===== config.mk =====
export PLATFORM = sky130hd
export DESIGN_NAME = mdrop_uart_rx
export DESIGN_NICKNAME = d
export VERILOG_FILES = /design/src/rtl/mdrop_rx_pkg.sv /design/src/rtl/mdrop_rx_sampler.sv /design/src/rtl/mdrop_rx_filter.sv /design/src/rtl/mdrop_rx_status.sv /design/src/rtl/mdrop_uart_rx.sv
export SDC_FILE = /design/constraint.sdc
export NUM_CORES = 1
export LEC_CHECK = 0
export BUFFER_PORTS_ARGS = -buffer_cell sky130_fd_sc_hd__buf_2
export CAP_MARGIN = 20
export CELL_PAD_IN_SITES_DETAIL_PLACEMENT = 0
export CELL_PAD_IN_SITES_GLOBAL_PLACEMENT = 1
export CORE_ASPECT_RATIO = 0.75
export CORE_UTILIZATION = 40
export CTS_CLUSTER_SIZE = 16
export DETAILED_ROUTE_END_ITERATION = 8
export PLACE_DENSITY_LB_ADDON = 0.1
export SYNTH_ARGS = -nofsm -noshare
export SYNTH_HDL_FRONTEND = slang
export SYNTH_SLANG_ARGS = --single-unit

===== constraint.sdc =====
create_clock -name clk_i -period 3.7 [get_ports clk_i]
set_clock_uncertainty 0.05 [all_clocks]
set_input_delay 0.37 -clock clk_i [delete_from_list [all_inputs] [get_ports clk_i]]
set_output_delay 0.37 -clock clk_i [all_outputs]
set_load 0.01 [all_outputs]

===== src/rtl/mdrop_rx_pkg.sv =====
package mdrop_rx_pkg;
  localparam int SLOT_MAX = 9;

  typedef enum logic [2:0] {
    FLOW_NONE    = 3'b000,
    FLOW_HW      = 3'b001,
    FLOW_SW      = 3'b010,
    FLOW_MD_XCVR = 3'b011,
    FLOW_MD_TXEN = 3'b100
  } flow_e;

  typedef enum logic [1:0] {
    LEN7 = 2'b00,
    LEN8 = 2'b01,
    LEN9 = 2'b10
  } len_e;

  typedef enum logic [2:0] {
    PAR_NONE  = 3'b000,
    PAR_ODD   = 3'b001,
    PAR_EVEN  = 3'b010,
    PAR_MARK  = 3'b011,
    PAR_SPACE = 3'b100
  } par_e;

  typedef struct packed {
    logic brk;
    logic frm;
    logic par;
  } tag_t;
endpackage


===== src/rtl/mdrop_rx_sampler.sv =====
module mdrop_rx_sampler
  import mdrop_rx_pkg::*;
#(
  parameter int DIV_W = 16
) (
  input  logic                clk_i,
  input  logic                rst_ni,
  input  logic                rxd_i,
  input  logic [DIV_W-1:0]    bit_div_i,
  input  logic [1:0]          fmt_len_i,
  input  logic                par_on_i,
  input  logic                two_stop_i,
  input  logic                hdx_block_i,
  output logic                frm_v_o,
  output logic [SLOT_MAX-1:0] frm_bits_o,
  output logic                frm_stop_err_o,
  output logic                frm_brk_o,
  output logic                brk_live_o
);
  localparam int SLOT_W = $clog2(SLOT_MAX + 1);

  typedef enum logic [2:0] {S_IDLE, S_START, S_DATA, S_STOP, S_WAIT} st_e;

  st_e                 state_q;
  logic [1:0]          sync_q;
  logic                rx_s;
  logic [DIV_W-1:0]    cnt_q;
  logic [SLOT_W-1:0]   slot_q;
  logic [SLOT_W-1:0]   nslots;
  logic                stop_idx_q;
  logic                stop_low_q;
  logic [SLOT_MAX-1:0] bits_q;
  logic                stop_low_now;
  logic                brk_now;
  logic                last_stop;

  assign rx_s = sync_q[1];

  always_comb begin
    case (fmt_len_i)
      LEN7:    nslots = SLOT_W'(7) + SLOT_W'(par_on_i);
      LEN9:    nslots = SLOT_W'(9);
      default: nslots = SLOT_W'(8) + SLOT_W'(par_on_i);
    endcase
  end

  assign stop_low_now = stop_low_q | ~rx_s;
  assign brk_now      = (bits_q == '0) && stop_low_now;
  assign last_stop    = stop_idx_q | ~two_stop_i;

  always_ff @(posedge clk_i or negedge rst_ni) begin
    if (!rst_ni) begin
      state_q        <= S_IDLE;
      sync_q         <= 2'b11;
      cnt_q          <= '0;
      slot_q         <= '0;
      stop_idx_q     <= 1'b0;
      stop_low_q     <= 1'b0;
      bits_q         <= '0;
      frm_v_o        <= 1'b0;
      frm_stop_err_o <= 1'b0;
      frm_brk_o      <= 1'b0;
    end else begin
      sync_q  <= {sync_q[0], rxd_i};
      frm_v_o <= 1'b0;
      if (hdx_block_i && state_q != S_WAIT) begin
        state_q <= S_IDLE;
      end else begin
        case (state_q)
          S_IDLE: if (!rx_s) begin
            state_q    <= S_START;
            cnt_q      <= (bit_div_i >> 1) - 1'b1;
            bits_q     <= '0;
            slot_q     <= '0;
            stop_low_q <= 1'b0;
          end
          S_START: begin
            if (cnt_q == '0) begin
              if (rx_s) state_q <= S_IDLE;  // glitch
              else begin
                state_q <= S_DATA;
                cnt_q   <= bit_div_i - 1'b1;
              end
            end else cnt_q <= cnt_q - 1'b1;
          end
          S_DATA: begin
            if (cnt_q == '0) begin
              for (int i = 0; i < SLOT_MAX; i++)
                if (slot_q == SLOT_W'(i)) bits_q[i] <= rx_s;
              cnt_q <= bit_div_i - 1'b1;
              if (slot_q == nslots - 1'b1) begin
                state_q    <= S_STOP;
                stop_idx_q <= 1'b0;
              end else slot_q <= slot_q + 1'b1;
            end else cnt_q <= cnt_q - 1'b1;
          end
          S_STOP: begin
            if (cnt_q == '0) begin
              stop_low_q <= stop_low_now;
              if (last_stop) begin
                frm_v_o        <= 1'b1;
                frm_brk_o      <= brk_now;
                frm_stop_err_o <= stop_low_now & ~brk_now;
                state_q        <= brk_now ? S_WAIT : S_IDLE;
              end else begin
                stop_idx_q <= 1'b1;
                cnt_q      <= bit_div_i - 1'b1;
              end
            end else cnt_q <= cnt_q - 1'b1;
          end
          S_WAIT: if (rx_s) state_q <= S_IDLE;
          default: state_q <= S_IDLE;
        endcase
      end
    end
  end

  assign frm_bits_o = bits_q;
  assign brk_live_o = (state_q == S_WAIT);

  AST_HDX_QUIET: assert property (@(posedge clk_i) disable iff (!rst_ni)
    hdx_block_i |=> !frm_v_o);
  AST_BRK_ONCE: assert property (@(posedge clk_i) disable iff (!rst_ni)
    (brk_live_o && $past(brk_live_o)) |-> !frm_v_o);
endmodule


===== src/rtl/mdrop_rx_filter.sv =====
module mdrop_rx_filter
  import mdrop_rx_pkg::*;
(
  input  logic                clk_i,
  input  logic                rst_ni,
  input  logic                frm_v_i,
  input  logic [SLOT_MAX-1:0] frm_bits_i,
  input  logic                frm_stop_err_i,
  input  logic                frm_brk_i,
  input  logic [1:0]          fmt_len_i,
  input  logic [2:0]          par_mode_i,
  input  logic [2:0]          flow_mode_i,
  input  logic [7:0]          match_on_i,
  input  logic [7:0]          match_off_i,
  input  logic                fifo_full_i,
  output logic                push_o,
  output logic [7:0]          push_data_o,
  output logic [2:0]          push_tag_o,
  output logic                gate_o,
  output logic                tx_pause_o,
  output logic                tx_hold_o,
  output logic                ovr_ev_o,
  output logic                par_ev_o,
  output logic                frm_ev_o,
  output logic                brk_ev_o
);
  logic nine, len7, par_on, has_flag, flag, md, sw, txen;
  logic [7:0] chr;
  logic is_addr, par_bad, par_err, is_xoff, is_xon, store, want;
  logic gate_q, hold_q, pause_q, hi_pend_q, hi_bit_q;
  tag_t tag_now, tag_q;

  assign nine     = (fmt_len_i == LEN9);
  assign len7     = (fmt_len_i == LEN7);
  assign par_on   = (par_mode_i != PAR_NONE);
  assign has_flag = nine | par_on;
  assign flag     = len7 ? frm_bits_i[7] : frm_bits_i[8];
  assign chr      = len7 ? {1'b0, frm_bits_i[6:0]} : frm_bits_i[7:0];
  assign md       = (flow_mode_i == FLOW_MD_XCVR) || (flow_mode_i == FLOW_MD_TXEN);
  assign sw       = (flow_mode_i == FLOW_SW);
  assign txen     = (flow_mode_i == FLOW_MD_TXEN);
  assign is_addr  = md & has_flag & flag;

  always_comb begin
    case (par_mode_i)
      PAR_ODD:   par_bad = ~(^{chr, flag});
      PAR_EVEN:  par_bad = ^{chr, flag};
      PAR_MARK:  par_bad = ~flag;
      PAR_SPACE: par_bad = flag;
      default:   par_bad = 1'b0;
    endcase
  end

  assign par_err = ~md & ~nine & par_on & par_bad;
  assign is_xoff = sw & (chr == match_off_i);
  assign is_xon  = sw & (chr == match_on_i) & ~is_xoff;
  assign store   = ~is_addr & ~is_xoff & ~is_xon & (~md | gate_q);
  assign want    = frm_v_i & store;
  assign tag_now = '{brk: frm_brk_i, frm: frm_stop_err_i, par: par_err};

  assign ovr_ev_o = fifo_full_i & (want | hi_pend_q);
  assign par_ev_o = frm_v_i & par_err;
  assign frm_ev_o = frm_v_i & frm_stop_err_i;
  assign brk_ev_o = frm_v_i & frm_brk_i;

  always_ff @(posedge clk_i or negedge rst_ni) begin
    if (!rst_ni) begin
      gate_q      <= 1'b0;
      hold_q      <= 1'b0;
      pause_q     <= 1'b0;
      hi_pend_q   <= 1'b0;
      hi_bit_q    <= 1'b0;
      tag_q       <= '0;
      push_o      <= 1'b0;
      push_data_o <= '0;
      push_tag_o  <= '0;
    end else begin
      push_o    <= 1'b0;
      hi_pend_q <= 1'b0;
      if (hi_pend_q && !fifo_full_i) begin
        push_o      <= 1'b1;
        push_data_o <= {7'b0, hi_bit_q};
        push_tag_o  <= tag_q;
      end
      if (frm_v_i) begin
        if (is_addr) begin
          gate_q <= (chr == match_on_i) || (chr == match_off_i);
          if (txen) hold_q <= (chr == match_on_i);
        end
        if (is_xoff) pause_q <= 1'b1;
        if (is_xon)  pause_q <= 1'b0;
        if (want && !fifo_full_i) begin
          push_o      <= 1'b1;
          push_data_o <= chr;
          push_tag_o  <= tag_now;
          tag_q       <= tag_now;
          hi_pend_q   <= nine;
          hi_bit_q    <= frm_bits_i[8];
        end
      end
    end
  end

  assign gate_o     = gate_q;
  assign tx_hold_o  = hold_q & txen;
  assign tx_pause_o = pause_q & sw;

  AST_ADDR_NEVER_PUSHED: assert property (@(posedge clk_i) disable iff (!rst_ni)
    (frm_v_i && is_addr) |=> !push_o);
  AST_CLOSED_NO_STORE: assert property (@(posedge clk_i) disable iff (!rst_ni)
    (frm_v_i && md && !gate_q && !is_addr) |=> !push_o);
  AST_FULL_NO_PUSH: assert property (@(posedge clk_i) disable iff (!rst_ni)
    (frm_v_i && fifo_full_i) |=> !push_o);
  AST_PAUSE_SRC: assert property (@(posedge clk_i) disable iff (!rst_ni)
    $rose(pause_q) |-> $past(frm_v_i && sw));
  AST_HI_BYTE_FORM: assert property (@(posedge clk_i) disable iff (!rst_ni)
    (push_o && $past(push_o)) |-> (push_data_o[7:1] == 7'b0));
endmodule


===== src/rtl/mdrop_rx_status.sv =====
module mdrop_rx_status (
  input  logic       clk_i,
  input  logic       rst_ni,
  input  logic       brk_ev_i,
  input  logic       frm_ev_i,
  input  logic       par_ev_i,
  input  logic       ovr_ev_i,
  input  logic       brk_live_i,
  input  logic       status_rd_i,
  output logic [7:0] status_o
);
  logic [3:0] sticky_q;
  logic [3:0] ev;

  assign ev = {ovr_ev_i, par_ev_i, frm_ev_i, brk_ev_i};

  always_ff @(posedge clk_i or negedge rst_ni) begin
    if (!rst_ni) sticky_q <= '0;
    else         sticky_q <= (status_rd_i ? 4'b0 : sticky_q) | ev;
  end

  assign status_o = {brk_live_i, sticky_q, 3'b000};

  AST_STICKY_HOLD: assert property (@(posedge clk_i) disable iff (!rst_ni)
    !status_rd_i |=> ((status_o[6:3] & $past(status_o[6:3])) == $past(status_o[6:3])));
  AST_RD_CLEARS: assert property (@(posedge clk_i) disable iff (!rst_ni)
    (status_rd_i && ev == 4'b0) |=> (status_o[6:3] == 4'b0));
endmodule


===== src/rtl/mdrop_uart_rx.sv =====
module mdrop_uart_rx
  import mdrop_rx_pkg::*;
#(
  parameter int DIV_W = 16
) (
  input  logic             clk_i,
  input  logic             rst_ni,
  input  logic             rxd_i,
  input  logic [DIV_W-1:0] bit_div_i,
  input  logic [1:0]       fmt_len_i,
  input  logic [2:0]       par_mode_i,
  input  logic             two_stop_i,
  input  logic [2:0]       flow_mode_i,
  input  logic             half_duplex_i,
  input  logic             tx_busy_i,
  input  logic [7:0]       match_on_i,
  input  logic [7:0]       match_off_i,
  input  logic             fifo_full_i,
  output logic             push_o,
  output logic [7:0]       push_data_o,
  output logic [2:0]       push_tag_o,
  output logic             rx_open_o,
  output logic             tx_pause_o,
  output logic             tx_hold_o,
  input  logic             status_rd_i,
  output logic [7:0]       status_o
);
  logic                frm_v, frm_stop_err, frm_brk, brk_live;
  logic [SLOT_MAX-1:0] frm_bits;
  logic                ovr_ev, par_ev, frm_ev, brk_ev;
  logic                par_slot;

  assign par_slot = (par_mode_i != PAR_NONE) && (fmt_len_i != LEN9);

  mdrop_rx_sampler #(.DIV_W(DIV_W)) i_sampler (
    .clk_i          (clk_i),
    .rst_ni         (rst_ni),
    .rxd_i          (rxd_i),
    .bit_div_i      (bit_div_i),
    .fmt_len_i      (fmt_len_i),
    .par_on_i       (par_slot),
    .two_stop_i     (two_stop_i),
    .hdx_block_i    (half_duplex_i & tx_busy_i),
    .frm_v_o        (frm_v),
    .frm_bits_o     (frm_bits),
    .frm_stop_err_o (frm_stop_err),
    .frm_brk_o      (frm_brk),
    .brk_live_o     (brk_live)
  );

  mdrop_rx_filter i_filter (
    .clk_i          (clk_i),
    .rst_ni         (rst_ni),
    .frm_v_i        (frm_v),
    .frm_bits_i     (frm_bits),
    .frm_stop_err_i (frm_stop_err),
    .frm_brk_i      (frm_brk),
    .fmt_len_i      (fmt_len_i),
    .par_mode_i     (par_mode_i),
    .flow_mode_i    (flow_mode_i),
    .match_on_i     (match_on_i),
    .match_off_i    (match_off_i),
    .fifo_full_i    (fifo_full_i),
    .push_o         (push_o),
    .push_data_o    (push_data_o),
    .push_tag_o     (push_tag_o),
    .gate_o         (rx_open_o),
    .tx_pause_o     (tx_pause_o),
    .tx_hold_o      (tx_hold_o),
    .ovr_ev_o       (ovr_ev),
    .par_ev_o       (par_ev),
    .frm_ev_o       (frm_ev),
    .brk_ev_o       (brk_ev)
  );

  mdrop_rx_status i_status (
    .clk_i       (clk_i),
    .rst_ni      (rst_ni),
    .brk_ev_i    (brk_ev),
    .frm_ev_i    (frm_ev),
    .par_ev_i    (par_ev),
    .ovr_ev_i    (ovr_ev),
    .brk_live_i  (brk_live),
    .status_rd_i (status_rd_i),
    .status_o    (status_o)
  );
endmodule


==> impl_metrics.py <==
metrics = {
    "finish": {
        "fin_cells": 692,
        "n_antenna_cell": 0,
        "fillerInstances": 1001,
        "multi_input_area_sq_um": 2520,
        "syn_to_final_growth_pct": 16.5,
        "drive_gt1_frac": 0.236,
        "nets": 604,
        "seqCellArea_sq_um": 1580,
    },
    "grt": {
        "grtUsageTotal": 0.218,
        "globalRoute.totalOverflow": 0,
        "antenna_found_initial": 0,
        "grt_pass1_vias": 3720,
        "grt_max_degree": 27,
        "grt_pass1_wl_microns": 19000,
    },
    "placed_design": {
        "portBuffers": 67,
        "routabilityCongestion": 0.821,
        "dp.cells": 675,
        "dp_hpwl_microns": 8470,
    },
    "routing": {
        "vias": 3797,
        "via_per_inst": 5.49,
        "routedWlPerCell_microns": 16.2,
        "drc": 0,
        "wl_microns": 11200,
        "drt_iter0_drc": 183,
        "ant_nets": 0,
        "dr.pass1.iters": 5,
    },
    "cts": {
        "cts.sinks": 63,
        "cts_resized": 0,
        "cts_tree": "done",
        "cts_buffer_depth": 2,
        "clk_pin_slew_worst_paths_ns": 0.06,
        "numCtsBuffers": 9,
        "clk_latency_ns": 0.33,
        "htree_levels": 3,
        "cts_root_buf": "clkbuf_16",
    },
    "timing": {
        "worst_slew_pin_slew_ns": 1.05,
        "finalCriticalPeriod_ns": 3.06,
        "rsz0062_at_grt": "no",
        "hold_slack_ns": 0.0889,
        "tns_ns": 0,
        "setup_viol": 0,
        "hold_viol_final": 0,
        "final_max_slew_viol_count": 0,
        "min_period_over_period": 0.827,
        "slew_headroom": 0.299,
        "fmax_mhz": 327,
    },
    "logic_synthesis": {
        "yosys-top-cells-area": "dfrtp_1, nand2_1, mux2i_1",
        "syn_area_per_cell_sq_um": 8.79,
        "muxShareOfSynthArea": 0.0817,
        "synth_common_cells": "dfrtp_1, nand2_1, nor2_1, a21oi_1, o21ai_0",
        "syn_inst": 491,
        "synth.ff_latch_count": 63,
        "synth-edff-count": 0,
        "synth_fa_ha_area_frac": 0.0145,
        "synth-xor-area-share": 0.0722,
        "synthArstFlopShare": 1.00,
        "ys_seq_area_frac": 0.366,
        "synthSimpleGateAreaFrac": 0.215,
        "ys_types": 73,
        "yosysTopAreaCell": "dfrtp_1",
        "synth-compound-area-share": 0.195,
        "synth_top_family_by_area": "simple AND/OR/NAND/NOR gates",
        "synth_area_sq_um": 4320,
        "yosysMostFrequentCell": "dfrtp_1",
        "yosys.area.top_type_share": 0.354,
        "synthFlopType": "dfrtp_1",
        "yosys_warnings": 0,
    },
    "floorplan": {
        "dieArea_sq_um": 11200,
        "die_h_microns": 92.0,
        "start_util": 0.416,
        "die_w_microns": 122,
        "rows": 32,
        "core-area_sq_um": 10400,
        "pin_count": 71,
    },
    "worst_setup_path": {
        "cp.arrival_ns": 3.22,
        "crit_path_start_kind": "flop",
        "worstSetupEndpointType": "flop",
        "required_ns": 3.86,
        "crit_fanout": 25,
        "crit_type": "flop to flop",
    },
    "pwr": {
        "cellPowerDensity_nw_per_um2": 584,
        "p_leak_nw": 2.27,
        "ir_drop_mv": 0.263,
    },
    "worst_hold_path": {
        "min_path_type": "primary input to flop",
    },
    "run_status": {
        "status": "complete, no violations",
    },
    "flow_run": {
        "maxCapViolCount": 0,
    },
}
-- final cells by class --
| type | count | area share |
|---|---|---|
| multi-input cells | 379 | 0.501 |
| flip-flops and latches | 63 | 0.314 |
| repair buffers | 75 | 0.0791 |
| clock buffers | 12 | 0.0510 |
| well taps | 136 | 0.0338 |
| inverters | 23 | 0.0172 |
| clock inverters | 4 | 0.00398 |
-- layer usage --
layer / track usage / routed length, microns
met1: 0.328 / 5850
met2: 0.309 / 4660
met3: 0.0473 / 627
met4: 0.0586 / 99
met5: 0 / 0
-- worst paths after layout --
kind,start,to,slack (ns),cells after the start
max,i_sampler.state_q[0],i_sampler.cnt_q[10],0.64,9
min,rxd_i,i_sampler.sync_q[0],0.09,1
max reg2reg,i_sampler.state_q[0],i_sampler.cnt_q[10],0.64,9
min reg2reg,i_sampler.sync_q[0],i_sampler.sync_q[1],0.31,0
max in group asynchronous,rst_ni,i_sampler.sync_q[0],2.35,3
min in group asynchronous,rst_ni,i_filter.hold_q,0.48,2
-- metrics by stage --
step            util  power, W  cell area, sq um  setup slack (ns)
6_report       0.485   0.00294              5030             0.640
3_5_place_dp   0.457   0.00214              4740             0.681
5_1_grt        0.485   0.00316              5030             0.445
3_3_place_gp   0.457   0.00215              4740             0.762
2_1_floorplan      -   0.00191              4330             0.990
4_1_cts        0.485   0.00295              5030             0.683
-- cell families (layout without fill, tap and decap cells) --
family | Yosys count | in the layout
and+or+nand+nor | 180 | 180
AOI/OAI and AO/OA | 124 | 124
DFF | 63 | 63
buffers and inverters | 51 | 114
xor gates and xnor gates | 34 | 34
muxes | 33 | 33
adders and majority gates | 5 | 5
other | 1 | 3
-- state kept, by name (all words and copies together) (netlist names), 2 cells and up --
name / cells
i_filter.push_tag_o: 3
i_filter.push_data_o: 8
i_filter.tag_q: 3
i_sampler.frm_bits_o: 9
i_sampler.state_q: 3
i_sampler.slot_q: 4
i_sampler.sync_q: 2
i_status.sticky_q: 4
i_sampler.cnt_q: 16
-- layout by cell type (no fill, tap or decap), types with 4 or more instances in the layout --
master      n
buf_2      67
dfrtp_1    61
nand2_1    56
nor2_1     40
a21oi_1    35
o21ai_0    32
inv_1      23
mux2i_1    18
xor2_1     17
xnor2_1    16
nand3_1    16
nor3_1     14
mux2_2     14
nand2b_1    9
clkbuf_16   9
buf_4       7
a31oi_1     6
and3_1      6
a311oi_1    6
nand4_1     6
nor2b_1     5
o21bai_1    5
ha_1        5
a211oi_1    4
clkinv_2    4
-- timing repair --
item | in CTS | in global routing
setup endpoints to repair | 0 | 0
setup buffers | 0 | 0
hold endpoints to repair | 18 | 0
hold buffers | 1 | 0
-- report_power, final --
part,internal (W),switching (W),total (W),leakage [nW]
registers,0.000803,0.000177,0.000981,0.819
logic,0.000468,0.000701,0.00117,1.31
clock network,0.000485,0.000302,0.000786,0.142
-- critical path: stages, from the launching register on --
cell and delay (ns):
dfrtp_1 0.53, o21bai_4 0.62, nor2_1 0.11, a21oi_1 0.18, ha_1 0.20, inv_1 0.09, a2111oi_2 0.58, nand2_1 0.15
xnor2_1 0.15, mux2_2 0.27
No activity file was read; power rests on OpenSTA's default activity.
